**config.mk**
```make
export PLATFORM = sky130hd
export DESIGN_NAME = i2c_slv_status
export DESIGN_NICKNAME = d
export VERILOG_FILES = /design/src/rtl/i2c_slv_pkg.sv /design/src/rtl/i2c_slv_sync.sv /design/src/rtl/i2c_slv_cond.sv /design/src/rtl/i2c_slv_addr.sv /design/src/rtl/i2c_slv_stat.sv /design/src/rtl/i2c_slv_status.sv
export SDC_FILE = /design/constraint.sdc
export NUM_CORES = 1
export LEC_CHECK = 0
export BUFFER_PORTS_ARGS = -buffer_cell sky130_fd_sc_hd__buf_2
export CAP_MARGIN = 20
export CELL_PAD_IN_SITES_DETAIL_PLACEMENT = 1
export CELL_PAD_IN_SITES_GLOBAL_PLACEMENT = 2
export CORE_ASPECT_RATIO = 1.4
export CORE_MARGIN = 4
export CORE_UTILIZATION = 27
export CTS_CLUSTER_SIZE = 28
export DETAILED_ROUTE_END_ITERATION = 12
export PLACE_DENSITY_LB_ADDON = 0.12
export RECOVER_POWER = 25
export REMOVE_ABC_BUFFERS = 1
export SETUP_SLACK_MARGIN = 0.2
export SYNTH_ARGS = -nofsm -noshare
export SYNTH_HDL_FRONTEND = slang
export SYNTH_SLANG_ARGS = --single-unit
```
**constraint.sdc**
```tcl
create_clock -name clk -period 2.1 [get_ports clk]
set_input_delay 0 -clock clk [delete_from_list [all_inputs] [get_ports clk]]
set_output_delay 0 -clock clk [all_outputs]
set_load 0.01 [all_outputs]
```
**src/rtl/i2c_slv_pkg.sv**
```systemverilog
package i2c_slv_pkg;
  localparam int ADDR_W = 7;                 // I2C 7-bit addressing
  localparam int N_ID   = 4;                 // fixed by the 2-bit ID field
  localparam int IDX_W  = $clog2(N_ID);
  localparam int STAT_W = 15;
  localparam int BUS_W  = 32;

  typedef enum logic [1:0] {
    SEL_STAT = 2'd0,
    SEL_RX   = 2'd1,
    SEL_TX   = 2'd2,
    SEL_CFG  = 2'd3
  } reg_sel_e;

  typedef enum logic [1:0] {
    PH_IDLE,
    PH_ADDR,
    PH_GC2,
    PH_XFER
  } phase_e;

  typedef enum logic [1:0] {
    GC_NONE     = 2'b00,
    GC_RST_PROG = 2'b01,
    GC_PROG     = 2'b10,
    GC_ALT      = 2'b11
  } gc_kind_e;

  localparam logic [7:0] GC_CODE_RST  = 8'h06;
  localparam logic [7:0] GC_CODE_PROG = 8'h04;
  localparam int CFG_GC_CLR_BIT = 8;
endpackage

```
**src/rtl/i2c_slv_sync.sv**
```systemverilog
module i2c_slv_sync #(
  parameter int W      = 2,
  parameter int STAGES = 2     // must be at least 2
) (
  input  logic         clk,
  input  logic         rst_n,
  input  logic [W-1:0] d,
  output logic [W-1:0] q
);
  logic [STAGES-1:0][W-1:0] pipe;

  // lines idle high, so reset to ones to avoid a false edge after reset
  always_ff @(posedge clk or negedge rst_n) begin
    if (!rst_n) pipe <= '1;
    else        pipe <= {pipe[STAGES-2:0], d};
  end

  assign q = pipe[STAGES-1];
endmodule

```
**src/rtl/i2c_slv_cond.sv**
```systemverilog
module i2c_slv_cond (
  input  logic clk,
  input  logic rst_n,
  input  logic scl_s,
  input  logic sda_s,
  output logic bus_start,
  output logic bus_stop,
  output logic scl_rise
);
  logic scl_d, sda_d;

  always_ff @(posedge clk or negedge rst_n) begin
    if (!rst_n) begin
      scl_d <= 1'b1;
      sda_d <= 1'b1;
    end else begin
      scl_d <= scl_s;
      sda_d <= sda_s;
    end
  end

  // SDA moving while SCL stays high marks a bus condition
  assign bus_start = scl_s & scl_d &  sda_d & ~sda_s;
  assign bus_stop  = scl_s & scl_d & ~sda_d &  sda_s;
  assign scl_rise  = scl_s & ~scl_d;
endmodule

```
**src/rtl/i2c_slv_addr.sv**
```systemverilog
module i2c_slv_addr
  import i2c_slv_pkg::*;
(
  input  logic                   clk,
  input  logic                   rst_n,
  input  logic                   bus_start,
  input  logic                   bus_stop,
  input  logic                   scl_rise,
  input  logic                   sda_s,
  input  logic [N_ID*ADDR_W-1:0] id_tbl,
  input  logic [ADDR_W-1:0]      alt_id,
  output logic                   match_ev,
  output logic                   match_rep,
  output logic [IDX_W-1:0]       match_idx,
  output logic                   gc_ev,
  output logic                   gc2_ev,
  output gc_kind_e               gc2_kind
);
  phase_e            ph;
  logic [3:0]        bitcnt;
  logic [ADDR_W-1:0] shreg;
  logic              rep_q;
  logic              gc_next;
  logic [7:0]        byte_w;
  logic [N_ID-1:0]   hits;
  logic [IDX_W-1:0]  hit_idx;
  logic              any_hit;

  assign byte_w = {shreg, sda_s};

  generate
    for (genvar i = 0; i < N_ID; i++) begin : g_cmp
      assign hits[i] = (byte_w[7:1] == id_tbl[i*ADDR_W +: ADDR_W]);
    end
  endgenerate

  // lowest index has priority
  always_comb begin
    hit_idx = '0;
    any_hit = 1'b0;
    for (int i = N_ID - 1; i >= 0; i--) begin
      if (hits[i]) begin
        hit_idx = IDX_W'(i);
        any_hit = 1'b1;
      end
    end
  end

  function automatic gc_kind_e classify(input logic [7:0] b, input logic [ADDR_W-1:0] alt);
    if (b == GC_CODE_RST)                   return GC_RST_PROG;
    else if (b == GC_CODE_PROG)             return GC_PROG;
    else if (b[0] && (b[7:1] == alt))       return GC_ALT;
    else                                    return GC_NONE;
  endfunction

  always_ff @(posedge clk or negedge rst_n) begin
    if (!rst_n) begin
      ph        <= PH_IDLE;
      bitcnt    <= '0;
      shreg     <= '0;
      rep_q     <= 1'b0;
      gc_next   <= 1'b0;
      match_ev  <= 1'b0;
      match_rep <= 1'b0;
      match_idx <= '0;
      gc_ev     <= 1'b0;
      gc2_ev    <= 1'b0;
      gc2_kind  <= GC_NONE;
    end else begin
      match_ev <= 1'b0;
      gc_ev    <= 1'b0;
      gc2_ev   <= 1'b0;
      if (bus_stop) begin
        ph     <= PH_IDLE;
        bitcnt <= '0;
      end else if (bus_start) begin
        rep_q   <= (ph != PH_IDLE);
        ph      <= PH_ADDR;
        bitcnt  <= '0;
        gc_next <= 1'b0;
      end else if (scl_rise && (ph == PH_ADDR || ph == PH_GC2)) begin
        if (bitcnt == 4'd8) begin
          // acknowledge clock ends the byte
          bitcnt <= '0;
          ph     <= (ph == PH_ADDR && gc_next) ? PH_GC2 : PH_XFER;
        end else begin
          bitcnt <= bitcnt + 4'd1;
          shreg  <= {shreg[ADDR_W-2:0], sda_s};
        end
        if (bitcnt == 4'd7) begin
          if (ph == PH_ADDR) begin
            if (byte_w == 8'h00) begin
              gc_next <= 1'b1;
              gc_ev   <= 1'b1;
            end else if (any_hit) begin
              match_ev  <= 1'b1;
              match_rep <= rep_q;
              match_idx <= hit_idx;
            end
          end else begin
            gc2_ev   <= 1'b1;
            gc2_kind <= classify(byte_w, alt_id);
          end
        end
      end
    end
  end
endmodule

```
**src/rtl/i2c_slv_stat.sv**
```systemverilog
module i2c_slv_stat
  import i2c_slv_pkg::*;
#(
  parameter int TX_DEPTH = 2
) (
  input  logic              clk,
  input  logic              rst_n,
  input  logic              match_ev,
  input  logic              match_rep,
  input  logic [IDX_W-1:0]  match_idx,
  input  logic              gc_ev,
  input  logic              gc2_ev,
  input  gc_kind_e          gc2_kind,
  input  logic              bus_stop,
  input  logic              rx_byte,
  input  logic              rx_ovf,
  input  logic              rx_flush,
  input  logic              rd_empty,
  input  logic              tx_done,
  input  logic              tx_unf,
  input  logic              tx_pop,
  input  logic [1:0]        reg_sel,
  input  logic              reg_rd,
  input  logic              reg_wr,
  input  logic              cfg_gc_clr,
  output logic [BUS_W-1:0]  reg_rdata,
  output logic [STAT_W-1:0] stat
);
  localparam int CW = $clog2(TX_DEPTH + 1);

  logic start_q, rstart_q, stopirq_q, gcirq_q, busy_q, pend_q;
  logic noack_q, ovf_q, rxirq_q, txirq_q, unf_q;
  logic [IDX_W-1:0] id_q;
  gc_kind_e gcid_q;
  logic [CW-1:0] tx_cnt;
  logic rd_stat, wr_stat, wr_tx, rd_rx, wr_cfg_clr, gc_rst, txnf;

  assign rd_stat    = reg_rd && (reg_sel == SEL_STAT);
  assign wr_stat    = reg_wr && (reg_sel == SEL_STAT);
  assign rd_rx      = reg_rd && (reg_sel == SEL_RX);
  assign wr_tx      = reg_wr && (reg_sel == SEL_TX);
  assign wr_cfg_clr = reg_wr && (reg_sel == SEL_CFG) && cfg_gc_clr;
  assign gc_rst     = gc2_ev && (gc2_kind == GC_RST_PROG);

  always_ff @(posedge clk or negedge rst_n) begin
    if (!rst_n) begin
      {start_q, rstart_q, stopirq_q, gcirq_q, busy_q, pend_q} <= '0;
      {noack_q, ovf_q, rxirq_q, txirq_q, unf_q} <= '0;
      id_q   <= '0;
      gcid_q <= GC_NONE;
      tx_cnt <= '0;
    end else if (gc_rst) begin
      // reset call: back to defaults, keep the record of the call
      {start_q, rstart_q, stopirq_q, busy_q, pend_q} <= '0;
      {noack_q, ovf_q, rxirq_q, txirq_q, unf_q} <= '0;
      id_q    <= '0;
      tx_cnt  <= '0;
      gcirq_q <= 1'b1;
      gcid_q  <= GC_RST_PROG;
    end else begin
      // each flag: set event first, so set wins over clear
      if (match_ev && !match_rep) start_q <= 1'b1;
      else if (bus_stop)          start_q <= 1'b0;

      if (match_ev && match_rep)      rstart_q <= 1'b1;
      else if (bus_stop || rd_stat)   rstart_q <= 1'b0;

      if (match_ev) begin
        id_q   <= match_idx;
        busy_q <= 1'b1;
        pend_q <= 1'b1;
      end else if (bus_stop) begin
        busy_q <= 1'b0;
        pend_q <= 1'b0;
      end

      if (bus_stop && pend_q) stopirq_q <= 1'b1;
      else if (rd_stat)       stopirq_q <= 1'b0;

      if (gc_ev)           gcirq_q <= 1'b1;
      else if (wr_cfg_clr) gcirq_q <= 1'b0;

      if (gc2_ev) gcid_q <= gc2_kind;

      if (rd_empty)     noack_q <= 1'b1;
      else if (rd_stat) noack_q <= 1'b0;

      if (rx_ovf)       ovf_q <= 1'b1;
      else if (rd_stat) ovf_q <= 1'b0;

      if (rx_byte)                rxirq_q <= 1'b1;
      else if (rd_rx || rx_flush) rxirq_q <= 1'b0;

      if (tx_done)    txirq_q <= 1'b1;
      else if (wr_tx) txirq_q <= 1'b0;

      if (tx_unf)       unf_q <= 1'b1;
      else if (wr_stat) unf_q <= 1'b0;

      case ({wr_tx, tx_pop})
        2'b10: if (tx_cnt < CW'(TX_DEPTH)) tx_cnt <= tx_cnt + CW'(1);
        2'b01: if (tx_cnt != '0)           tx_cnt <= tx_cnt - CW'(1);
        default: ;
      endcase
    end
  end

  assign txnf = (tx_cnt < CW'(TX_DEPTH));

  assign stat = {start_q, rstart_q, id_q, stopirq_q, gcid_q, gcirq_q,
                 busy_q, noack_q, ovf_q, rxirq_q, txirq_q, unf_q, txnf};

  assign reg_rdata = (reg_sel == SEL_STAT) ? {{(BUS_W-STAT_W){1'b0}}, stat} : '0;
endmodule

```
**src/rtl/i2c_slv_status.sv**
```systemverilog
module i2c_slv_status
  import i2c_slv_pkg::*;
#(
  parameter int TX_DEPTH    = 2,
  parameter int SYNC_STAGES = 2
) (
  input  logic                   clk,
  input  logic                   rst_n,
  input  logic                   scl_i,
  input  logic                   sda_i,
  input  logic [N_ID*ADDR_W-1:0] id_tbl_i,
  input  logic [ADDR_W-1:0]      alt_id_i,
  input  logic                   rx_byte_i,
  input  logic                   rx_ovf_i,
  input  logic                   rx_flush_i,
  input  logic                   rd_empty_i,
  input  logic                   tx_done_i,
  input  logic                   tx_unf_i,
  input  logic                   tx_pop_i,
  input  logic [1:0]             reg_sel_i,
  input  logic                   reg_rd_i,
  input  logic                   reg_wr_i,
  input  logic [BUS_W-1:0]       reg_wdata_i,
  output logic [BUS_W-1:0]       reg_rdata_o,
  output logic [STAT_W-1:0]      stat_o
);
  logic scl_s, sda_s;
  logic det_start, det_stop, det_rise;
  logic match_ev, match_rep, gc_ev, gc2_ev;
  logic [IDX_W-1:0] match_idx;
  gc_kind_e gc2_kind;
  logic unused_wdata;

  assign unused_wdata = ^{reg_wdata_i[BUS_W-1:CFG_GC_CLR_BIT+1], reg_wdata_i[CFG_GC_CLR_BIT-1:0]};

  i2c_slv_sync #(.W(2), .STAGES(SYNC_STAGES)) u_sync (
    .clk (clk), .rst_n (rst_n),
    .d   ({scl_i, sda_i}),
    .q   ({scl_s, sda_s})
  );

  i2c_slv_cond u_cond (
    .clk (clk), .rst_n (rst_n),
    .scl_s (scl_s), .sda_s (sda_s),
    .bus_start (det_start), .bus_stop (det_stop), .scl_rise (det_rise)
  );

  i2c_slv_addr u_addr (
    .clk (clk), .rst_n (rst_n),
    .bus_start (det_start), .bus_stop (det_stop), .scl_rise (det_rise), .sda_s (sda_s),
    .id_tbl (id_tbl_i), .alt_id (alt_id_i),
    .match_ev (match_ev), .match_rep (match_rep), .match_idx (match_idx),
    .gc_ev (gc_ev), .gc2_ev (gc2_ev), .gc2_kind (gc2_kind)
  );

  i2c_slv_stat #(.TX_DEPTH(TX_DEPTH)) u_stat (
    .clk (clk), .rst_n (rst_n),
    .match_ev (match_ev), .match_rep (match_rep), .match_idx (match_idx),
    .gc_ev (gc_ev), .gc2_ev (gc2_ev), .gc2_kind (gc2_kind),
    .bus_stop (det_stop),
    .rx_byte (rx_byte_i), .rx_ovf (rx_ovf_i), .rx_flush (rx_flush_i),
    .rd_empty (rd_empty_i), .tx_done (tx_done_i), .tx_unf (tx_unf_i), .tx_pop (tx_pop_i),
    .reg_sel (reg_sel_i), .reg_rd (reg_rd_i), .reg_wr (reg_wr_i),
    .cfg_gc_clr (reg_wdata_i[CFG_GC_CLR_BIT]),
    .reg_rdata (reg_rdata_o), .stat (stat_o)
  );
endmodule

```
==> results of run 1 <==
-- placed cells by master, fill, tap and decap left out, types with 7 or more instances in the layout --
cell           count
dfrtp_2            7
nand2_1           17
a21oi_1           12
mux2_2            10
clkbuf_1          15
nor2_1            27
inv_1             10
buf_4             11
dlygate4sd3_1      8
o21ai_0            7
conb_1            17
xnor2_1           23
xor2_1            13
buf_2             66
dfrtp_1           32
and2_1            13
nand4_1            7
-- routing by layer --
| layer | share of wire [%] | wire [µm] | track usage, % | up-vias |
|---|---|---|---|---|
| li1 | - | - | - | 1058 |
| met1 | 40 | 2770 | 13.4 | 1014 |
| met2 | 53 | 3700 | 21.1 | 64 |
| met3 | 4.9 | 337 | 2.14 | 9 |
| met4 | 2.0 | 138 | 4.57 | 0 |
| met5 | 0 | 0 | 0 | - |
-- cell usage after synthesis, types with 3 or more instances --
cell	n
ha_1	6
dfstp_2	6
o21ai_0	7
xor2_1	13
nand2_1	17
mux2_2	10
nor4_1	5
and2_1	13
buf_6	3
buf_4	32
a22oi_1	3
nor2_1	27
xnor2_1	23
nand3b_1	3
dfrtp_1	39
nand4_1	7
a21o_1	3
inv_1	12
nor3_1	5
a21oi_1	12
-- worst paths after layout --
check	start	to	depth (start not counted)
setup / recovery	u_addr.shreg[2]$_DFFE_PN0P_	u_addr.match_rep$_DFFE_PN0P_	6
hold / removal	rx_flush_i	u_stat.rxirq_q$_DFFE_PN0P_	4
setup reg to reg	u_addr.shreg[2]$_DFFE_PN0P_	u_addr.match_rep$_DFFE_PN0P_	6
hold reg to reg	u_sync.pipe[0]$_DFF_PN1_	u_sync.q[0]$_DFF_PN1_	0
max in group asynchronous	rst_n	u_addr.shreg[4]$_DFFE_PN0P_	3
min in group asynchronous	rst_n	u_stat.busy_q$_DFFE_PN0P_	3
-- sequential cells by signal (all words and copies together) (netlist names), 2 cells and up --
signal,count
u_addr.bitcnt,4
u_addr.gc2_kind,2
u_addr.match_idx,2
u_addr.ph,2
u_addr.shreg,7
u_stat.gcid_q,2
u_stat.id_q,2
u_stat.tx_cnt,2
u_sync.pipe,2
u_sync.q,2
-- cells by family after synthesis --
| logic type | count (synthesis) |
|---|---|
| adder cells (fa/ha/maj) | 6 |
| multiplexers | 13 |
| AO/OA/AOI/OAI | 38 |
| other | 1 |
| buffers and inverters | 49 |
| XOR/XNOR | 36 |
| AND/OR/NAND/NOR | 87 |
| flip-flops | 45 |
-- power by group --
group          total, mW  internal, mW  switching (mW)
Clock              0.789         0.473           0.316
Combinational      0.792         0.425           0.367
Sequential          1.24         0.995           0.247
-- worst max-delay path: stages (launching register included) --
cell and delay (ns):
dfrtp_2 0.49, xnor2_1 0.15, nand4_1 0.11, nor4_1 0.06, buf_4 0.14, o41a_4 0.47, mux2_4 0.30
-- per-stage QoR --
| step | hold slack [ns] | total power, mW | instance area [µm²] |
|---|---|---|---|
| 6_report | 0.0443 | 2.82 | 3440 |
| 5_1_grt | 0.0779 | 3.02 | 3440 |
| 4_1_cts | 0.0413 | 2.85 | 3410 |
| 3_3_place_gp | 0.105 | 1.98 | 3160 |
| 3_5_place_dp | 0.107 | 2.00 | 3160 |
| 2_1_floorplan | -0.296 | 1.71 | 2500 |
-- area by class of cell --
class / count / area share, %
Tap cell: 135 / 4.91
Multi-Input combinational cell: 197 / 39.6
Clock buffer: 6 / 4.04
Clock inverter: 2 / 0.400
Inverter: 12 / 1.31
Antenna cell: 1 / 0.0728
Sequential cell: 45 / 33.2
Timing Repair Buffer: 102 / 16.4
-- what timing repair did --
| action | in CTS | in global routing |
|---|---|---|
| hold buffers | 8 | 0 |
| cloned | 0 | 0 |
| hold endpoints to repair | 46 | 0 |
| pin swaps | 0 | 3 |
| endpoints found under the setup margin | 1 | 4 |
| buffers inserted | 0 | 2 |
| gates resized for setup | 4 | 11 |
==> results by group, run 1 <==
Die
  • Horiz. Die Dim: 92.9 µm
  • Starting utilization of the core area: 27.5%
  • Count of pins on the block boundary: 129
  • Die span in y: 127 µm
  • Die footprint: 11800 µm²
  • Site row count: 43
  • Area of the core: 9900 µm²

Global routing
  • Global-route wire length before repair: 11.0 mm
  • Global route overflow: 0
  • Antenna violations before repair: 1
  • Pin count of the biggest net entering global routing: 46
  • Overall fraction of global-route tracks in use: 11.6%
  • Number of global-route vias before repair: 2221

Pwr
  • Leakage component of the power: 1.61 nW
  • Worst-case vdd ir drop: 425 µV
  • Power density of the placed cells: 821 nW/µm²

Synthesis
  • Most used flip-flop cell after synthesis: dfrtp_1
  • Post-synthesis share of cell area spent on full adders, half adders and majority gates: 2.76%
  • Post-Synthesis Cells: 275
  • Synth Area in Simple Gates: 17.0%
  • Area share of the largest cell type after synthesis: 35.8%
  • Compound-cell area share of the yosys netlist: 9.42%
  • Proportion of register bits with asynchronous set or reset after synthesis: 100%
  • Count of different cell masters after synthesis: 43
  • Proportion of synthesized chip area in sequential cells: 41.6%
  • Average size of a mapped cell: 9.90 µm²
  • Fraction of synthesized area in multiplexers: 5.42%
  • Cell Area, Synth: 2720 µm²
  • Post-Synth XOR/XNOR Area: 11.6%
  • Dominant combinational cell family by area after synthesis: simple AND/OR/NAND/NOR gates
  • Largest area contributor in the netlist: dfrtp_1
  • Synth Warn #: 0
  • Count of flip-flops with a built-in enable after synthesis: 0
  • Number of storage elements in the synthesis netlist: 45
  • Synth area leaders: dfrtp_1 36%, buf_4 8.8%, xnor2_1 7.4%

Timing
  • Setup TNS: 0 ns
  • Final Skew: 0.00546 ns
  • Count of pins over their slew limit: 0
  • Relative slew slack: 24.5%
  • Least setup slack across all paths after layout: 0.267 ns
  • Share of the cycle needed by the critical path after routing: 87.3%
  • Final setup violation count: 0
  • Shortest clock period the worst path allows after layout: 1.83 ns
  • Achievable clock frequency: 546 MHz
  • Slew at the pin closest to its max-slew limit: 1.13 ns
  • Fin. Hold Viols: 0
  • Setup repair after global routing missed its margin: false

Cells and area
  • Final core utilization: 34.7%
  • Final layout net count: 451
  • Signed area change from the synthesized netlist to the final layout: 26.3%
  • Finished Layout Cells: 500
  • Sequential cell area: 1140 µm²
  • Multi-input gate area in the final layout: 1360 µm²
  • Fillers: 1216
  • Proportion of layout cells with a drive suffix above 1: 33.5%

Clock network
  • Clock tree root driver cell: clkbuf_16
  • Clock slew at reported path FFs: 0.06 ns
  • H-tree level count: 2
  • CTS max path bufs: 2
  • Clock sink total: 45
  • Clock tree from TritonCTS: done
  • Worst-skew pair later-pin latency: 0.28 ns
  • Clock buffers created by TritonCTS: 5

Placement
  • Inst Count DP: 481
  • Setup Slack @ Placement: 0.0434 ns
  • Total half-perimeter wirelength after legalization and detailed placement: 5.41 mm
  • Quantity of I/O buffers inserted on ports: 80
  • Final weighted congestion in routability-driven placement: 0.719

Critical path
  • CP startpoint kind: flop
  • Endpoint type of the worst setup path: flop
  • Required time of the critical path: 2.26 ns
  • Internal reg-to-reg setup slack: 0.27 ns
  • Arrival time reported for the critical path endpoint: 2.00 ns
  • Top fanout value on the critical path: 7
  • Critical path class: flop to flop

Job
  • Number of max-cap violations: 0

Detailed routing
  • Detailed-route vias per instance: 4.29
  • Vias after detailed routing: 2145
  • Number of search-and-repair iterations in the first detailed-routing pass: 3
  • Remaining antenna violation count after routing: 0
  • First DRT Iteration DRCs: 50
  • Total detailed-routing wirelength: 6.94 mm
  • Remaining design rule violation count: 0
  • Final routed wire length divided by cell count: 13.9 µm

Worst hold path
  • Type of the worst min-delay path: input port to flop

Run status
  • Status: completed
No activity file was read; power rests on OpenSTA's default activity.
==> run 2, diff against run 1 <==
CORE_UTILIZATION = 29   (was 27)
clock period = 2.27 ns   (was 2.1 ns; I/O delays follow)
==> run 2 against run 1 <==
Compared with the run above: the flow now finishes with violations (capacitance limit, slew limit); critical path depth decreased by 1; flip-flop and latch count unchanged; sequential power decreased by 7%; final area decreased by 2.9%; non-clock buffer count decreased by 2; sequential share of layout area increased by 0.78 points; clock power decreased by 13%; core utilization increased by 2.0 points; clock skew decreased by 0.0031 ns; count of clock-buffer cells in the layout increased by 1; critical path type unchanged; critical endpoint unchanged.
==> results by group, run 2 (same netlist as run 1, synthesis figures left out) <==
Run status
  • Status: finished with violations
  • Violated checks: capacitance limit, slew limit

Critical path
  • Family with the most delay on the worst path: simple AND/OR/NAND/NOR gates
  • Longest individual stage delay on the worst path: 0.54 ns
  • Required time of the critical path: 2.44 ns
  • Top fanout value on the critical path: 8
  • Cell breakdown of the critical path: xor2_1, nor4_1, and4_4, o41a_4, mux2_4
  • Number of buffer and inverter stages on the critical path: 0
  • Slowest CP cell: dfrtp_1
  • CP startpoint kind: flop
  • Endpoint type of the worst setup path: flop
  • Critical path class: flop to flop
  • Arrival time reported for the critical path endpoint: 2.14 ns

Placement
  • Quantity of I/O buffers inserted on ports: 80
  • Final weighted congestion in routability-driven placement: 0.727
  • Total half-perimeter wirelength after legalization and detailed placement: 5.37 mm

Clock network
  • H-tree level count: 2
  • Clock buffers created by TritonCTS: 5
  • CTS max path bufs: 2
  • Clock tree root driver cell: clkbuf_16
  • Worst-skew pair later-pin latency: 0.28 ns
  • Clock tree from TritonCTS: done
  • Clock slew at reported path FFs: 0.06 ns
  • Clock sink total: 45

Detailed routing
  • First DRT Iteration DRCs: 45
  • Remaining design rule violation count: 0
  • Vias after detailed routing: 2167
  • Detailed-route vias per instance: 4.62
  • Remaining antenna violation count after routing: 0
  • Number of search-and-repair iterations in the first detailed-routing pass: 4
  • Final routed wire length divided by cell count: 14.3 µm
  • Total detailed-routing wirelength: 6.72 mm

Cells and area
  • Fillers: 1072
  • Highest-count cells in the layout ignoring fill and taps: 65 x buf_2, 38 x dfrtp_1, 27 x nor2_1
  • Total inserted antenna cells: 0
  • Final core utilization: 36.8%
  • Most common cell after layout, fill and taps aside: buf_2
  • Sequential cell area: 1130 µm²
  • Final layout net count: 449
  • Proportion of layout cells with a drive suffix above 1: 29.6%
  • Signed area change from the synthesized netlist to the final layout: 22.6%
  • Largest Register: u_addr.shreg
  • Biggest regs: u_addr.shreg x7, u_addr.bitcnt x4
  • Number of flip-flops in the largest register: 7
  • Multi-input gate area in the final layout: 1330 µm²

Timing
  • Count of pins over their slew limit: 30
  • Relative slew slack: -9.55%
  • Setup repair after global routing missed its margin: false
  • Share of the cycle needed by the critical path after routing: 87.2%
  • Fin. Hold Viols: 0
  • Achievable clock frequency: 505 MHz
  • Final setup violation count: 0
  • Final Skew: 0.00232 ns
  • Slew at the pin closest to its max-slew limit: 1.64 ns
  • Shortest clock period the worst path allows after layout: 1.98 ns
  • Setup TNS: 0 ns

Pwr
  • Total design power: 2.53 mW
  • Power density of the placed cells: 757 nW/µm²
  • Leakage component of the power: 1.59 nW
  • Worst-case vdd ir drop: 399 µV

Global routing
  • Global route overflow: 0
  • Antenna violations before repair: 0
  • Overall fraction of global-route tracks in use: 12.9%
  • Global-route wire length before repair: 11.6 mm
  • Pin count of the biggest net entering global routing: 30
  • Number of global-route vias before repair: 2349

Die
  • Die footprint: 11000 µm²
  • Die span in y: 123 µm
  • Site row count: 41
  • Area of the core: 9080 µm²
  • Starting utilization of the core area: 30.0%
  • Count of pins on the block boundary: 129
  • Horiz. Die Dim: 89.9 µm

Job
  • Number of max-cap violations: 1

Worst hold path
  • Type of the worst min-delay path: input port to flop
## run 2: worst paths after layout
kind,cells after the start,end,start,slack (ns)
setup / recovery,5,u_addr.match_rep$_DFFE_PN0P_,u_addr.shreg[2]$_DFFE_PN0P_,0.29
hold / removal,4,u_stat.rxirq_q$_DFFE_PN0P_,rx_flush_i,0.04
setup reg to reg,5,u_addr.match_rep$_DFFE_PN0P_,u_addr.shreg[2]$_DFFE_PN0P_,0.29
hold reg to reg,0,u_sync.q[0]$_DFF_PN1_,u_sync.pipe[0]$_DFF_PN1_,0.36
max in group asynchronous,3,u_sync.pipe[1]$_DFF_PN1_,rst_n,0.58
min in group asynchronous,2,u_stat.ovf_q$_DFFE_PN0P_,rst_n,0.68
## run 2: metrics by stage
stage	instances	hold slack, ns	worst slack [ns]	cell area, µm²
after floorplan	254	-0.296	0.394	2500
after global placement	453	0.0791	0.251	3130
after detailed placement	453	0.0819	0.226	3130
after CTS	469	0.0422	0.251	3350
after global routing	469	0.0633	0.207	3340
final	469	0.0408	0.291	3340
## run 2: power by group
part	total [mW]	internal [mW]	switching, mW
Clock	0.690	0.407	0.284
Sequential	1.15	0.909	0.236
Combinational	0.690	0.376	0.314
## run 2: repair_timing
action                                 in CTS  in global routing
pin swaps                                   0                  0
hold buffers                                8                  0
resized for setup                           1                  2
endpoints found under the hold margin      34                  0
setup buffers                               0                  0
setup endpoints to repair                   2                  1
## run 2: metal layers
layer  GRT usage (%)  vias to the layer above  part of all wire [%]
met1            14.1                     1042                    42
li1                -                     1060                     -
met4            3.64                        0                   1.5
met2            24.8                       57                    52
met3            3.13                        8                   4.5
met5               0                        -                     0
## run 2: worst reg2reg max path: cells and delay by family, from the launching register on
family	cells	cell delay, ns
mux	1	0.29
simple gates	2	0.67
flops	1	0.54
xor+xnor	1	0.23
compound gates	1	0.14
## run 2: final cells by class
cell class / count / area share (%)
tap: 107 / 4.01
sequential: 45 / 34.0
inverter: 12 / 1.35
clock inverter: 1 / 0.150
clock buffer: 7 / 3.97
timing repair buffer: 100 / 16.5
multi-input combinational: 197 / 40.0
==> run 3, diff against run 2 <==
CELL_PAD_IN_SITES_DETAIL_PLACEMENT = 0   (was 1)
CELL_PAD_IN_SITES_GLOBAL_PLACEMENT = 1   (was 2)
CORE_UTILIZATION = 37   (was 29)
==> run 3 against run 2 <==
Compared with the run above: the flow now finishes without violations; flip-flop and latch count is the same; hold slack got worse by 0.016 ns; worst setup slack better by 0.042 ns; global-route usage is 0.44 points higher; fmax grew 2.2%; count of clock-buffer cells in the layout down 1; core utilization is 8.9 points higher; clock power shrank 31%; combinational power decreased by 8.7%; register-to-register slack gained 0.04 ns; cell count fell by 3.4%.
==> results by group, run 3 (same netlist as run 1, synthesis figures left out) <==
Timing
  • Final Skew: 0.00616 ns
  • Shortest clock period the worst path allows after layout: 1.94 ns
  • Relative slew slack: 36.5%
  • Setup repair after global routing missed its margin: false
  • Setup TNS: 0 ns
  • Worst hold slack: 0.0248 ns
  • Fin. Hold Viols: 0
  • Final setup violation count: 0
  • Achievable clock frequency: 516 MHz
  • Share of the cycle needed by the critical path after routing: 85.3%
  • Slew at the pin closest to its max-slew limit: 0.952 ns
  • Count of pins over their slew limit: 0

Detailed routing
  • Detailed-route vias per instance: 4.52
  • Remaining design rule violation count: 0
  • Remaining antenna violation count after routing: 0
  • Total detailed-routing wirelength: 5.78 mm
  • First DRT Iteration DRCs: 65
  • Number of search-and-repair iterations in the first detailed-routing pass: 4
  • Vias after detailed routing: 2046
  • Final routed wire length divided by cell count: 12.8 µm

Cells and area
  • Most common cell after layout, fill and taps aside: buf_2
  • Largest Register: u_addr.shreg
  • Proportion of layout cells with a drive suffix above 1: 28.8%
  • Total inserted antenna cells: 0
  • Multi-input gate area in the final layout: 1330 µm²
  • Signed area change from the synthesized netlist to the final layout: 18.6%
  • Final layout net count: 445
  • Biggest regs: u_addr.shreg x7, u_addr.bitcnt x4
  • Fillers: 708
  • Number of flip-flops in the largest register: 7
  • Sequential cell area: 1130 µm²
  • Highest-count cells in the layout ignoring fill and taps: 65 x buf_2, 38 x dfrtp_1, 27 x nor2_1

Clock network
  • CTS max path bufs: 2
  • Clock tree root driver cell: clkbuf_8
  • Clock buffers created by TritonCTS: 5
  • Clock sink total: 45
  • Clock tree from TritonCTS: done
  • Worst-skew pair later-pin latency: 0.29 ns
  • Clock slew at reported path FFs: 0.08 ns
  • H-tree level count: 2

Die
  • Area of the core: 7070 µm²
  • Count of pins on the block boundary: 129
  • Starting utilization of the core area: 38.5%
  • Die footprint: 8810 µm²
  • Horiz. Die Dim: 80.5 µm
  • Site row count: 36
  • Die span in y: 109 µm

Critical path
  • Cell breakdown of the critical path: xnor2_1, nand4_1, nor4_1, buf_4, o41a_4, mux2_4
  • Required time of the critical path: 2.45 ns
  • Family with the most delay on the worst path: flip-flops
  • CP startpoint kind: flop
  • Arrival time reported for the critical path endpoint: 2.12 ns
  • Endpoint type of the worst setup path: flop
  • Slowest CP cell: dfrtp_1
  • Critical path class: flop to flop
  • Number of buffer and inverter stages on the critical path: 1
  • Top fanout value on the critical path: 10
  • Worst reg2reg startpoint: u_addr.shreg[1]$_DFFE_PN0P_
  • Longest individual stage delay on the worst path: 0.56 ns
  • Beginning of the critical path: u_addr.shreg[1]$_DFFE_PN0P_

Global routing
  • Antenna violations before repair: 0
  • Global-route wire length before repair: 9.16 mm
  • Pin count of the biggest net entering global routing: 40
  • Number of global-route vias before repair: 1949
  • Global route overflow: 0
  • Overall fraction of global-route tracks in use: 13.3%

Worst hold path
  • Origin of the worst min-delay path: rx_flush_i
  • Type of the worst min-delay path: input port to flop

Pwr
  • Power density of the placed cells: 702 nW/µm²
  • Worst-case vdd ir drop: 406 µV
  • Leakage component of the power: 1.55 nW

Run status
  • Status: completed

Placement
  • Quantity of I/O buffers inserted on ports: 80
  • Final weighted congestion in routability-driven placement: 0.778
  • Total half-perimeter wirelength after legalization and detailed placement: 4.41 mm

Job
  • Number of max-cap violations: 0
[run 3: cell types whose count changed in the layout (fill, tap and decap cells not counted), sizes merged]
cell,delta
buf,-5
clkinv,+1
[run 3: worst paths after layout]
| kind | slack, ns | endpoint | depth (start not counted) |
|---|---|---|---|
| max reg2reg | 0.33 | u_addr.match_rep$_DFFE_PN0P_ | 6 |
| max in group asynchronous | 0.85 | u_addr.shreg[0]$_DFFE_PN0P_ | 3 |
| min reg2reg | 0.36 | u_sync.q[0]$_DFF_PN1_ | 0 |
| max | 0.33 | u_addr.match_rep$_DFFE_PN0P_ | 6 |
| min | 0.02 | u_stat.rxirq_q$_DFFE_PN0P_ | 4 |
| min in group asynchronous | 0.12 | u_stat.ovf_q$_DFFE_PN0P_ | 2 |
[run 3: repair_timing]
item | CTS | global route
setup buffers | 0 | 0
gates resized for setup | 0 | 2
setup endpoints to repair | 0 | 1
hold buffers | 8 | 0
endpoints found under the hold margin | 46 | 0
[run 3: final cells by class]
class                   count  share of cell area [%]
flip-flops and latches     45                    35.1
multi-input cells         197                    41.1
clock inverters             2                   0.310
clock buffers               6                    2.25
inverters                  12                    1.39
well taps                  95                    3.68
repair buffers             96                    16.1
[run 3: per-stage QoR]
stage / instance area, µm² / util (%) / total power, mW / instances / setup WS, ns
floorplan: 2500 / - / 1.58 / 254 / 0.394
global placement: 3080 / 43.6 / 1.79 / 437 / 0.314
detailed placement: 3080 / 43.6 / 1.80 / 437 / 0.283
CTS: 3240 / 45.9 / 2.30 / 453 / 0.263
global route: 3230 / 45.7 / 2.44 / 453 / 0.209
finish: 3230 / 45.7 / 2.27 / 453 / 0.333
[run 3: report_power, final]
group	switching [mW]	internal (mW)	total, mW
Combinational	0.276	0.354	0.630
Clock	0.263	0.214	0.477
Sequential	0.255	0.907	1.16
[run 3: worst min-delay path: stages]
cell     delay (ns)
buf_2          0.09
inv_1          0.04
a31oi_1        0.08
nor2_1         0.07
[run 3: layer usage]
layer  track usage (%)  routed length [µm]  part of all wire [%]
met1              16.2                2330                    40
met2              23.3                3030                    52
met3              2.70                 340                   5.9
met4              4.71                  88                   1.5
met5                 0                   0                     0
